**config.mk**
```make
export PLATFORM = sky130hd
export DESIGN_NAME = dma_audio_player
export DESIGN_NICKNAME = d
export VERILOG_FILES = /design/src/rtl/apu_pkg.sv /design/src/rtl/apu_fifo.sv /design/src/rtl/apu_rate_gen.sv /design/src/rtl/apu_fetch.sv /design/src/rtl/apu_output.sv /design/src/rtl/dma_audio_player.sv
export SDC_FILE = /design/constraint.sdc
export NUM_CORES = 1
export LEC_CHECK = 0
export ABC_CLOCK_PERIOD_IN_PS = 2750
export BUFFER_PORTS_ARGS = -buffer_cell sky130_fd_sc_hd__buf_4
export CORE_UTILIZATION = 54
export CTS_CLUSTER_DIAMETER = 120
export DETAILED_ROUTE_END_ITERATION = 10
export PLACE_DENSITY = 0.87
export SLEW_MARGIN = 20
export SYNTH_ARGS = -nofsm -noshare
export SYNTH_HDL_FRONTEND = slang
export SYNTH_SLANG_ARGS = --single-unit
```
**constraint.sdc**
```tcl
create_clock -name clk -period 2.75 [get_ports clk]
set_clock_uncertainty 0.2 [all_clocks]
set_input_delay 0.1375 -clock clk [delete_from_list [all_inputs] [get_ports clk]]
set_output_delay 0.1375 -clock clk [all_outputs]
set_load 0.01 [all_outputs]
```
**src/rtl/apu_pkg.sv**
```systemverilog
package apu_pkg;
   localparam int ADDR_W = 24;
   localparam int SMP_W  = 8;
   localparam int WORD_W = 2 * SMP_W;

   typedef enum logic [3:0] {
      RG_CTRL  = 4'd0,
      RG_MODE  = 4'd1,
      RG_IRQEN = 4'd2,
      RG_STAT  = 4'd3,
      RG_BEG_H = 4'd4,
      RG_BEG_M = 4'd5,
      RG_BEG_L = 4'd6,
      RG_FIN_H = 4'd7,
      RG_FIN_M = 4'd8,
      RG_FIN_L = 4'd9,
      RG_PTR_H = 4'd10,
      RG_PTR_M = 4'd11,
      RG_PTR_L = 4'd12
   } apu_reg_e;
endpackage

```
**src/rtl/apu_fifo.sv**
```systemverilog
module apu_fifo #(
   parameter int W     = 16,
   parameter int DEPTH = 4
) (
   input  logic         clk,
   input  logic         rst_n,
   input  logic         clr,
   input  logic         push,
   input  logic [W-1:0] wdata,
   input  logic         pop,
   output logic [W-1:0] rdata,
   output logic         empty,
   output logic         full
);
   localparam int PW = (DEPTH > 1) ? $clog2(DEPTH) : 1;
   localparam int CW = $clog2(DEPTH + 1);

   if (DEPTH < 2) begin : g_bad_depth
      $error("apu_fifo: DEPTH must be at least 2");
   end

   logic [W-1:0]  store [DEPTH];
   logic [PW-1:0] wp, rp, wp_n, rp_n;
   logic [CW-1:0] cnt;

   if ((DEPTH & (DEPTH - 1)) == 0) begin : g_pow2
      assign wp_n = wp + 1'b1;
      assign rp_n = rp + 1'b1;
   end else begin : g_mod
      assign wp_n = (wp == PW'(DEPTH - 1)) ? '0 : wp + 1'b1;
      assign rp_n = (rp == PW'(DEPTH - 1)) ? '0 : rp + 1'b1;
   end

   assign empty = (cnt == '0);
   assign full  = (cnt == CW'(DEPTH));
   assign rdata = store[rp];

   always_ff @(posedge clk) begin
      if (push) store[wp] <= wdata;
   end

   always_ff @(posedge clk) begin
      if (!rst_n || clr) begin
         wp  <= '0;
         rp  <= '0;
         cnt <= '0;
      end else begin
         if (push) wp <= wp_n;
         if (pop)  rp <= rp_n;
         case ({push, pop})
            2'b10:   cnt <= cnt + 1'b1;
            2'b01:   cnt <= cnt - 1'b1;
            default: cnt <= cnt;
         endcase
      end
   end


   fifo_no_overflow_chk: assert property (@(posedge clk) disable iff (!rst_n)
      (push && !clr) |-> !full);

   fifo_no_underflow_chk: assert property (@(posedge clk) disable iff (!rst_n)
      (pop && !clr) |-> !empty);
endmodule

```
**src/rtl/apu_rate_gen.sv**
```systemverilog
module apu_rate_gen #(
   parameter int BASE = 160
) (
   input  logic       clk,
   input  logic       rst_n,
   input  logic       en,
   input  logic       clr,
   input  logic [1:0] code,
   output logic       tick
);
   localparam int MAXP = BASE * 8;
   localparam int CW   = $clog2(MAXP + 1);

   if (BASE < 2) begin : g_bad_base
      $error("apu_rate_gen: BASE must be at least 2");
   end

   logic [CW-1:0] cnt, period;

   assign period = CW'(BASE) << (2'd3 - code);
   assign tick   = en && (cnt >= period - CW'(1));

   always_ff @(posedge clk) begin
      if (!rst_n || clr || !en) cnt <= '0;
      else if (tick)            cnt <= '0;
      else                      cnt <= cnt + 1'b1;
   end


   tick_spacing_chk: assert property (@(posedge clk) disable iff (!rst_n)
      tick |=> !tick);
endmodule

```
**src/rtl/apu_fetch.sv**
```systemverilog
module apu_fetch #(
   parameter int AW = 24
) (
   input  logic          clk,
   input  logic          rst_n,
   input  logic          go,
   input  logic          halt,
   input  logic          repeat_en,
   input  logic [AW-1:0] stage_beg,
   input  logic [AW-1:0] stage_fin,
   input  logic          room,
   input  logic          mem_gnt,
   output logic          mem_req,
   output logic [AW-1:0] mem_addr,
   output logic [AW-1:0] cur_addr,
   output logic          frame_end,
   output logic          active
);
   logic [AW-1:0] cur, fin_sh;

   assign frame_end = active && (cur == fin_sh);
   assign mem_req   = active && !frame_end && room;
   assign mem_addr  = cur;
   assign cur_addr  = cur;

   always_ff @(posedge clk) begin
      if (!rst_n) begin
         active <= 1'b0;
         cur    <= '0;
         fin_sh <= '0;
      end else if (go) begin
         active <= 1'b1;
         cur    <= stage_beg;
         fin_sh <= stage_fin;
      end else if (halt) begin
         active <= 1'b0;
      end else if (frame_end) begin
         if (repeat_en) begin
            cur    <= stage_beg;
            fin_sh <= stage_fin;
         end else begin
            active <= 1'b0;
         end
      end else if (mem_req && mem_gnt) begin
         cur <= cur + AW'(2);
      end
   end


   req_hold_chk: assert property (@(posedge clk) disable iff (!rst_n)
      (mem_req && !mem_gnt && !halt) |=> (mem_req && $stable(mem_addr)));

   ptr_step_chk: assert property (@(posedge clk) disable iff (!rst_n)
      (mem_req && mem_gnt) |=> (cur_addr == $past(cur_addr) + AW'(2)));

   stop_at_end_chk: assert property (@(posedge clk) disable iff (!rst_n)
      (frame_end && !repeat_en && !go) |=> !active);
endmodule

```
**src/rtl/apu_output.sv**
```systemverilog
module apu_output #(
   parameter int SW = 8
) (
   input  logic          clk,
   input  logic          rst_n,
   input  logic          flush,
   input  logic          playing,
   input  logic          mono,
   input  logic          tick,
   input  logic          fifo_empty,
   input  logic [2*SW-1:0] word,
   output logic          pop,
   output logic          busy,
   output logic          underrun,
   output logic [SW-1:0] left,
   output logic [SW-1:0] right,
   output logic          strobe
);
   logic          half;
   logic [SW-1:0] hold;
   logic          need;
   logic [SW-1:0] w_hi, w_lo;

   assign w_hi     = word[2*SW-1:SW];
   assign w_lo     = word[SW-1:0];
   assign busy     = playing || !fifo_empty || half;
   assign need     = tick && !half;
   assign pop      = need && !fifo_empty && !flush;
   assign underrun = need && fifo_empty && playing && !flush;

   always_ff @(posedge clk) begin
      if (!rst_n || flush || !busy) begin
         half   <= 1'b0;
         hold   <= '0;
         left   <= '0;
         right  <= '0;
         strobe <= 1'b0;
      end else begin
         strobe <= tick;
         if (tick) begin
            if (half) begin
               left  <= hold;
               right <= hold;
               half  <= 1'b0;
            end else if (!fifo_empty) begin
               if (mono) begin
                  left  <= w_hi;
                  right <= w_hi;
                  hold  <= w_lo;
                  half  <= 1'b1;
               end else begin
                  left  <= w_hi;
                  right <= w_lo;
               end
            end
         end
      end
   end


   repeat_on_underrun_chk: assert property (@(posedge clk) disable iff (!rst_n)
      underrun |=> (strobe && $stable(left) && $stable(right)));

   mono_equal_chk: assert property (@(posedge clk) disable iff (!rst_n)
      (tick && mono && !flush && busy && !fifo_empty) |=> (left == right));
endmodule

```
**src/rtl/dma_audio_player.sv**
```systemverilog
module dma_audio_player
   import apu_pkg::*;
#(
   parameter int FIFO_DEPTH = 4,
   parameter int RATE_BASE  = 160
) (
   input  logic        clk,
   input  logic        rst_n,
   input  logic        reg_we,
   input  logic [3:0]  reg_addr,
   input  logic [7:0]  reg_wdata,
   output logic [7:0]  reg_rdata,
   output logic        mem_req,
   output logic [23:0] mem_addr,
   input  logic        mem_gnt,
   input  logic [15:0] mem_rdata,
   output logic [7:0]  smp_left,
   output logic [7:0]  smp_right,
   output logic        smp_strobe,
   output logic        irq_a,
   output logic        irq_b
);
   if (ADDR_W != 24 || WORD_W != 16) begin : g_bad_pkg
      $error("dma_audio_player: register map assumes 24-bit addresses and 16-bit words");
   end

   logic              rep_en, mono, ufl_sticky;
   logic [1:0]        rate_code, irq_en;
   logic [ADDR_W-1:0] stage_beg, stage_fin, cur_addr;
   logic              running, frame_end, go, halt, flush;
   logic              fifo_empty, fifo_full, pop, busy, tick, underrun;
   logic [WORD_W-1:0] fifo_word;
   logic              wr_ctrl;

   assign wr_ctrl = reg_we && (reg_addr == RG_CTRL);
   assign go      = wr_ctrl && reg_wdata[0] && !running;
   assign halt    = wr_ctrl && !reg_wdata[0] && running;
   assign flush   = go || halt;

   always_ff @(posedge clk) begin
      if (!rst_n) begin
         rep_en     <= 1'b0;
         mono       <= 1'b0;
         rate_code  <= 2'd0;
         irq_en     <= 2'd0;
         stage_beg  <= '0;
         stage_fin  <= '0;
         ufl_sticky <= 1'b0;
      end else begin
         if (underrun) ufl_sticky <= 1'b1;
         if (reg_we) begin
            case (reg_addr)
               RG_CTRL:  rep_en <= reg_wdata[1];
               RG_MODE:  begin
                  mono      <= reg_wdata[7];
                  rate_code <= reg_wdata[1:0];
               end
               RG_IRQEN: irq_en <= reg_wdata[1:0];
               RG_STAT:  if (reg_wdata[0] && !underrun) ufl_sticky <= 1'b0;
               RG_BEG_H: stage_beg[23:16] <= reg_wdata;
               RG_BEG_M: stage_beg[15:8]  <= reg_wdata;
               RG_BEG_L: stage_beg[7:0]   <= {reg_wdata[7:1], 1'b0};
               RG_FIN_H: stage_fin[23:16] <= reg_wdata;
               RG_FIN_M: stage_fin[15:8]  <= reg_wdata;
               RG_FIN_L: stage_fin[7:0]   <= {reg_wdata[7:1], 1'b0};
               default:  ;
            endcase
         end
      end
   end

   always_ff @(posedge clk) begin
      if (!rst_n) begin
         irq_a <= 1'b0;
         irq_b <= 1'b0;
      end else begin
         irq_a <= frame_end && irq_en[0];
         irq_b <= frame_end && irq_en[1];
      end
   end

   always_comb begin
      case (reg_addr)
         RG_CTRL:  reg_rdata = {6'd0, rep_en, running};
         RG_MODE:  reg_rdata = {mono, 5'd0, rate_code};
         RG_IRQEN: reg_rdata = {6'd0, irq_en};
         RG_STAT:  reg_rdata = {7'd0, ufl_sticky};
         RG_BEG_H: reg_rdata = stage_beg[23:16];
         RG_BEG_M: reg_rdata = stage_beg[15:8];
         RG_BEG_L: reg_rdata = stage_beg[7:0];
         RG_FIN_H: reg_rdata = stage_fin[23:16];
         RG_FIN_M: reg_rdata = stage_fin[15:8];
         RG_FIN_L: reg_rdata = stage_fin[7:0];
         RG_PTR_H: reg_rdata = cur_addr[23:16];
         RG_PTR_M: reg_rdata = cur_addr[15:8];
         RG_PTR_L: reg_rdata = cur_addr[7:0];
         default:  reg_rdata = 8'd0;
      endcase
   end

   apu_fetch #(.AW(ADDR_W)) u_fetch (
      .clk       (clk),
      .rst_n     (rst_n),
      .go        (go),
      .halt      (halt),
      .repeat_en (rep_en),
      .stage_beg (stage_beg),
      .stage_fin (stage_fin),
      .room      (!fifo_full),
      .mem_gnt   (mem_gnt),
      .mem_req   (mem_req),
      .mem_addr  (mem_addr),
      .cur_addr  (cur_addr),
      .frame_end (frame_end),
      .active    (running)
   );

   apu_fifo #(.W(WORD_W), .DEPTH(FIFO_DEPTH)) u_fifo (
      .clk   (clk),
      .rst_n (rst_n),
      .clr   (flush),
      .push  (mem_req && mem_gnt),
      .wdata (mem_rdata),
      .pop   (pop),
      .rdata (fifo_word),
      .empty (fifo_empty),
      .full  (fifo_full)
   );

   apu_rate_gen #(.BASE(RATE_BASE)) u_rate (
      .clk   (clk),
      .rst_n (rst_n),
      .en    (busy),
      .clr   (flush),
      .code  (rate_code),
      .tick  (tick)
   );

   apu_output #(.SW(SMP_W)) u_out (
      .clk        (clk),
      .rst_n      (rst_n),
      .flush      (flush),
      .playing    (running),
      .mono       (mono),
      .tick       (tick),
      .fifo_empty (fifo_empty),
      .word       (fifo_word),
      .pop        (pop),
      .busy       (busy),
      .underrun   (underrun),
      .left       (smp_left),
      .right      (smp_right),
      .strobe     (smp_strobe)
   );


   irq_needs_end_chk: assert property (@(posedge clk) disable iff (!rst_n)
      (irq_a || irq_b) |-> $past(frame_end));

   halt_silence_chk: assert property (@(posedge clk) disable iff (!rst_n)
      halt |=> (smp_left == 8'd0 && smp_right == 8'd0 && !smp_strobe));
endmodule

```
# == After elaboration in Yosys (flattened, before gate mapping) ==
# Memories as Yosys holds them, arrays and structs flattened. A register that Yosys moved wholly into a read port is not among the register bits.
# Cells that the tools add are included.
# word_totals
reg_bits,148
ramBits,64
in_bits,32
elab_cells,145
mem_count,1
# mem_list
memory,depth,width,rd,rd_clocked_by_memory_dff,wr,line,source
u_fifo.store,4,16,1,1,1,apu_fifo.sv:22,logic [W-1:0] store [DEPTH];
# classes
addsub,8
magnitude_cmp,1
n_eq_ne,20
shift,1
muxes,31
bitwise_logic,2
reduce_logical,56
# ops
cell,n
$mux W24,9
$pmux W8 S13,1
$mux W8,5
$add A24 B2 Y24 const B,1
$eq A24 B24 Y1,1
$reduce_and A2 Y1,11
$eq A4 B4 Y1 const B,5
$logic_and A1 B1 Y1,19
$eq A4 B3 Y1 const B,4
$mux W1,13
$add A11 B1 Y11 const B,1
$ge A11 B11 Y1,1
$shl A8 B2 Y11 const A,1
$sub A11 B1 Y11 const B,1
$logic_not A1 Y1,10
$eq A4 B2 Y1 const B,2
$pmux W3 S2,1
$reduce_and A3 Y1,2
$reduce_bool A2 Y1,3
$reduce_bool A3 Y1,2
$logic_or A1 B1 Y1,5
$add A2 B1 Y2 const B,2
$eq A4 B1 Y1 const B,1
$logic_not A4 Y1,1
14 further kinds,17

# == Longest topological paths before layout ==
# depth
word_depth,14
depth_mapped,16

# == Modules after synthesis ==
# From an unflattened synthesis, not the netlist that was laid out.
# unflattened
hier_cells,1019
hier_area_um2,10895.4
# by_module_without_submodules
module,instances,cells_each,area_per_inst_um2,seq_area_each_um2
dma_audio_player,1,328,3031.7,1101.1
apu_fetch,1,338,2945.3,980.9
apu_fifo,1,132,2786.4,2102.0
apu_output,1,143,1361.3,520.5
apu_rate_gen,1,78,770.7,220.2

# == Worst setup path before layout ==
# No wires, ideal clock.
# synth_timing
path_kind,reg-to-reg
from,reg rate_code[1]
to,reg u_fifo.cnt[2]
setup_ns,0.121
t_arrival_ns,2.647
path_slack_ns,-0.218
path_stages_with_launch,17
period_less_slack_ns,2.968
cell_sequence,dfxtp_1 > inv_1 > ha_1 > inv_1 > ha_1 > a21o_1 > a21o_1 > a31o_2 > nor3b_1 > and3_1 > ha_1 > inv_1 > fa_1 > xor2_1 > nor2_1 > xnor2_1 > nor2_1
# synth_via
elab_chain_len,10
elab_cells_between_ends,12
# synth_rtl
element,line,source
from (decl),dma_audio_player.sv:28,"logic [1:0] rate_code, irq_en;"
from (signal assigned),dma_audio_player.sv:56,rate_code <= reg_wdata[1:0];
$sub A2 B2 Y2 (*),apu_rate_gen.sv:20,assign period = CW'(BASE) << (2'd3 - code);
$shl A8 B2 Y11 (*),apu_rate_gen.sv:20,
$sub A11 B1 Y11 (*),apu_rate_gen.sv:21,assign tick = en && (cnt >= period - CW'(1));
$ge A11 B11 Y1 (*),apu_rate_gen.sv:21,
$logic_and A1 B1 Y1 (*),apu_rate_gen.sv:21,
$logic_and A1 B1 Y1 (*),apu_output.sv:27,assign need = tick && !half;
$logic_and A1 B1 Y1 (*) (2 in series),apu_output.sv:28,assign pop = need && !fifo_empty && !flush;
net pop,dma_audio_player.sv:31,"logic fifo_empty, fifo_full, pop, busy, tick, underrun;"
$eq A2 B1 Y1 / $eq A2 B2 Y1 (equally long branches),apu_fifo.sv:50,"case ({push, pop})"
$pmux W3 S2 / $reduce_bool A2 Y1 (equally long branches),n/a,
to (signal assigned),apu_fifo.sv:51,2'b10: cnt <= cnt + 1'b1;
to (signal assigned),apu_fifo.sv:52,2'b01: cnt <= cnt - 1'b1;
to (signal assigned),apu_fifo.sv:53,default: cnt <= cnt;
to (decl),apu_fifo.sv:24,logic [CW-1:0] cnt;
# The timed path passes the listed nets; every way through them passes the cells marked *.
# A chain may end at the register's enable or synchronous reset.

# == Worst setup path in the final report ==
# layout_timing
from,reg rate_code[1]
to,reg u_fifo.cnt[1]
# Same word-level chain as after synthesis.

==> summary.md <==
| Metric | Value |
|---|---|
| HPWL after DPL | `19.1 mm` |
| Final ANT Viol Nets | `0` |
| Yosys cell types | `63` |
| Critical path class | `register to register` |
| Synth Register Bits | `212` |
| Leading post-synthesis cells by cell area | `dfxtp_1 (30%), edfxtp_1 (19%), mux2i_1 (9.5%), nor2_1 (4.6%), nand2_1 (3.8%)` |
| Pwr dens | `511 nW/um^2` |
| Commonest non-fill, non-tap cell in the layout | `buf_4` |
| Final GP Congestion | `0.963` |
| Ys async rst share | `0%` |
| GRT Residual Overflow | `0` |
| RSZ-0062 raised after global routing | `true` |
| Crit Path Max Fanout | `4` |
| CTS tree | `yes` |
| Inserted Clock Buffers | `22` |
| Total Routing Usage GR | `30.1%` |
| Layout cells sized above 1 | `27.5%` |
| Final period util | `109%` |
| Slowest CP cell | `fa_2` |
| Crit end category | `register` |
| Post-Route Utilization | `70.6%` |
| Peak VDD IR | `0.673 mV` |
| Mean Syn Cell Area | `10.1 sq um` |
| Fin. Hold Viols | `0` |
| Failing checks | `setup timing` |
| YS warnings | `0` |
| DR pass1 iterations | `6` |
| Leak pwr | `5.13 nW` |
| Cell Rows | `49` |
| Final setup viols | `24` |
| Biggest cell delay along the critical path | `0.42 ns` |
| Die Wd | `138 microns` |
| Crit path launch type | `register` |
| Nets | `1195` |
| Worst Slack Setup Final | `-0.247 ns` |
| Largest net degree at the start of global routing | `52` |
| Initial Util | `55.2%` |
| Initial DRC Count | `1186` |
| Min Tclk post-route | `3.00 ns` |
| Inserted Diodes | `0` |
| Least-Margin Pin Slew | `0.854 ns` |
| Chip Height | `138 microns` |
| Hold-critical path depth | `4` |
| Critical Path Most Common Cell | `ha_4` |
| Detailed-route via count | `8739` |
| Sequential element share of the synthesized area | `49.1%` |
| Top cell type by total area after synthesis | `dfxtp_1` |
| Gate Count Post-Synth | `988` |
| Post-Syn Nets | `1039` |
| Initial antenna violation count | `0` |
| Core area | `18000 sq um` |
| Run status | `finished, violations left` |
| IO Count | `84` |
| Vias in the first global route | `7795` |
| Reg2Reg Depth | `15` |
| Top FF cell, synth | `dfxtp_1` |
| Worst slack, placed | `-0.167 ns` |
| Most frequent cells in the layout | `buf_4 (152), dfxtp_1 (145), nor2_1 (118)` |
| Placed Area | `11100 sq um` |
| Crit path DAT | `3.23 ns` |
| Share of the synthesized area in the top cell type | `29.8%` |
| HP Class | `primary input to register` |
| Routed wire length | `30.5 mm` |
| Worst-case clock buffer depth | `3` |
| Via/cell ratio | `6.30` |
| H-tree levels | `1` |
| Number of synthesized flops with an enable pin | `64` |
| Max-cap check violation count | `0` |
| Wire per inst | `22.0 microns` |
| Mapped cell area | `9940 sq um` |
| Max Clk Rate | `334 MHz` |
| Fillers | `1156` |
| Worst-path clk slew | `0.06 ns` |
| Area Growth Syn to Fin | `27.9%` |
| First-pass GRT wire length | `43.0 mm` |
| Relative slew slack | `43.0%` |
| Port Buf Inserts | `82` |
| Clk_lat worst skew | `0.52 ns` |
| Die Area | `19000 sq um` |
| DRC | `0` |
| Sink Count | `212` |
| Worst-path cell chain | `inv_4 > ha_4 > inv_2 > ha_4 > a21o_1 > a21o_1 > buf_4 > a211o_1 > and3_4 > ha_4 > inv_2 > fa_2 > nor2_1 > a21oi_1 > nor2_1` |
| Req. time, crit path | `2.98 ns` |
| Final instance area | `12700 sq um` |
| Clock Root Buffer | `clkbuf_16` |
| Max Slew Vio Count | `0` |
-- registers in the layout, summed over array words and instances (netlist names), 2 cells and up, named ones only --
signal and cells:
u_fifo.store 64, stage_beg 23, stage_fin 23, u_fetch.cur_addr 23, u_fetch.fin_sh 23, u_rate.cnt 11
u_out.hold 8, u_out.left 8, u_out.right 8, u_fifo.cnt 3, irq_en 2, rate_code 2
u_fifo.rp 2, u_fifo.wp 2
-- final timing paths --
kind	startpoint	to	slack, ns
worst max-delay path	rate_code[1]	u_fifo.cnt[1]	-0.25
worst min-delay path	reg_we	stage_fin[19]	0.08
worst max register to register	rate_code[1]	u_fifo.cnt[1]	-0.25
worst min register to register	rep_en	rep_en	0.26
-- synth_stat cells (4+ instances only) --
| master | instances |
|---|---|
| mux2i_1 | 94 |
| a22oi_1 | 8 |
| xnor2_1 | 7 |
| a21oi_1 | 64 |
| buf_6 | 4 |
| clkbuf_1 | 48 |
| a32oi_1 | 9 |
| and3_1 | 13 |
| o21ai_0 | 45 |
| xor2_1 | 33 |
| a21o_1 | 7 |
| a221oi_1 | 4 |
| nor3_1 | 4 |
| and2_1 | 5 |
| nor2b_1 | 5 |
| nand4_1 | 9 |
| nor4_1 | 5 |
| mux2_2 | 8 |
| inv_1 | 26 |
| edfxtp_1 | 64 |
| buf_2 | 11 |
| nor2_1 | 121 |
| o22ai_1 | 5 |
| a211oi_1 | 11 |
| dfxtp_1 | 148 |
| nor3b_1 | 4 |
| o22ai_2 | 8 |
| nand3_1 | 26 |
| o221a_1 | 5 |
| ha_1 | 18 |
| nand2b_1 | 6 |
| nand2_1 | 100 |
| o32ai_1 | 4 |
| mux4_2 | 16 |
-- layer usage --
layer | wire length, microns | up-vias | global-route usage, %
met5 | 0 | - | 0
met4 | 1340 | 0 | 9.52
met3 | 3500 | 113 | 5.00
met2 | 14200 | 607 | 48.1
met1 | 11500 | 4163 | 41.5
li1 | - | 3856 | -
-- per-stage QoR --
step	total power [mW]	setup TNS (ns)	hold WS (ns)	std cells
2_1_floorplan	3.44	-0.0687	0.0364	988
3_3_place_gp	3.55	-0.125	0.137	1302
3_5_place_dp	3.56	-0.296	0.141	1302
4_1_cts	6.46	-1.01	0.0763	1371
5_1_grt	6.65	-3.64	0.100	1388
6_report	6.50	-1.49	0.0842	1388
-- cell families (layout without fill, tap and decap cells) --
group	count (synthesis)	count (layout)	synth area share [%]
DFF	212	212	49.1
adders and majority gates	19	19	2.47
and+or+nand+nor	312	314	14.0
AOI/OAI and AO/OA	192	193	12.7
xor gates and xnor gates	40	40	3.52
muxes	119	119	14.1
buffers and inverters	93	261	3.99
other	1	1	0.0377
-- critical path, delay by kind of cell (launching register included) --
kind | cells | cell delay, ns
compound gates | 4 | 0.67
fa+ha+maj | 4 | 0.94
flops | 1 | 0.38
simple gates | 3 | 0.43
buf+inv | 4 | 0.31
-- power breakdown --
part / internal [mW] / switching [mW]
logic: 0.132 / 0.189
registers: 3.23 / 0.0179
clock network: 1.72 / 1.22
-- cell type report --
type | instances | area, sq um | share of cell area [%]
clock buffer | 35 | 653 | 5.14
clock inverter | 4 | 56.3 | 0.443
inverter | 27 | 106 | 0.836
multi-input combinational | 686 | 5050 | 39.7
sequential | 212 | 4890 | 38.5
tap | 229 | 287 | 2.25
timing repair buffer | 195 | 1670 | 13.1
-- what timing repair did --
item                       4_1_cts  5_1_grt
hold buffers                    27        0
setup endpoints to repair        3       66
buffers inserted                 3       11
gates cloned                     0        7
hold endpoints to repair       137        0
pin swaps                        8       48
gates resized for setup         10       93
(Power assumes the default switching activity.)
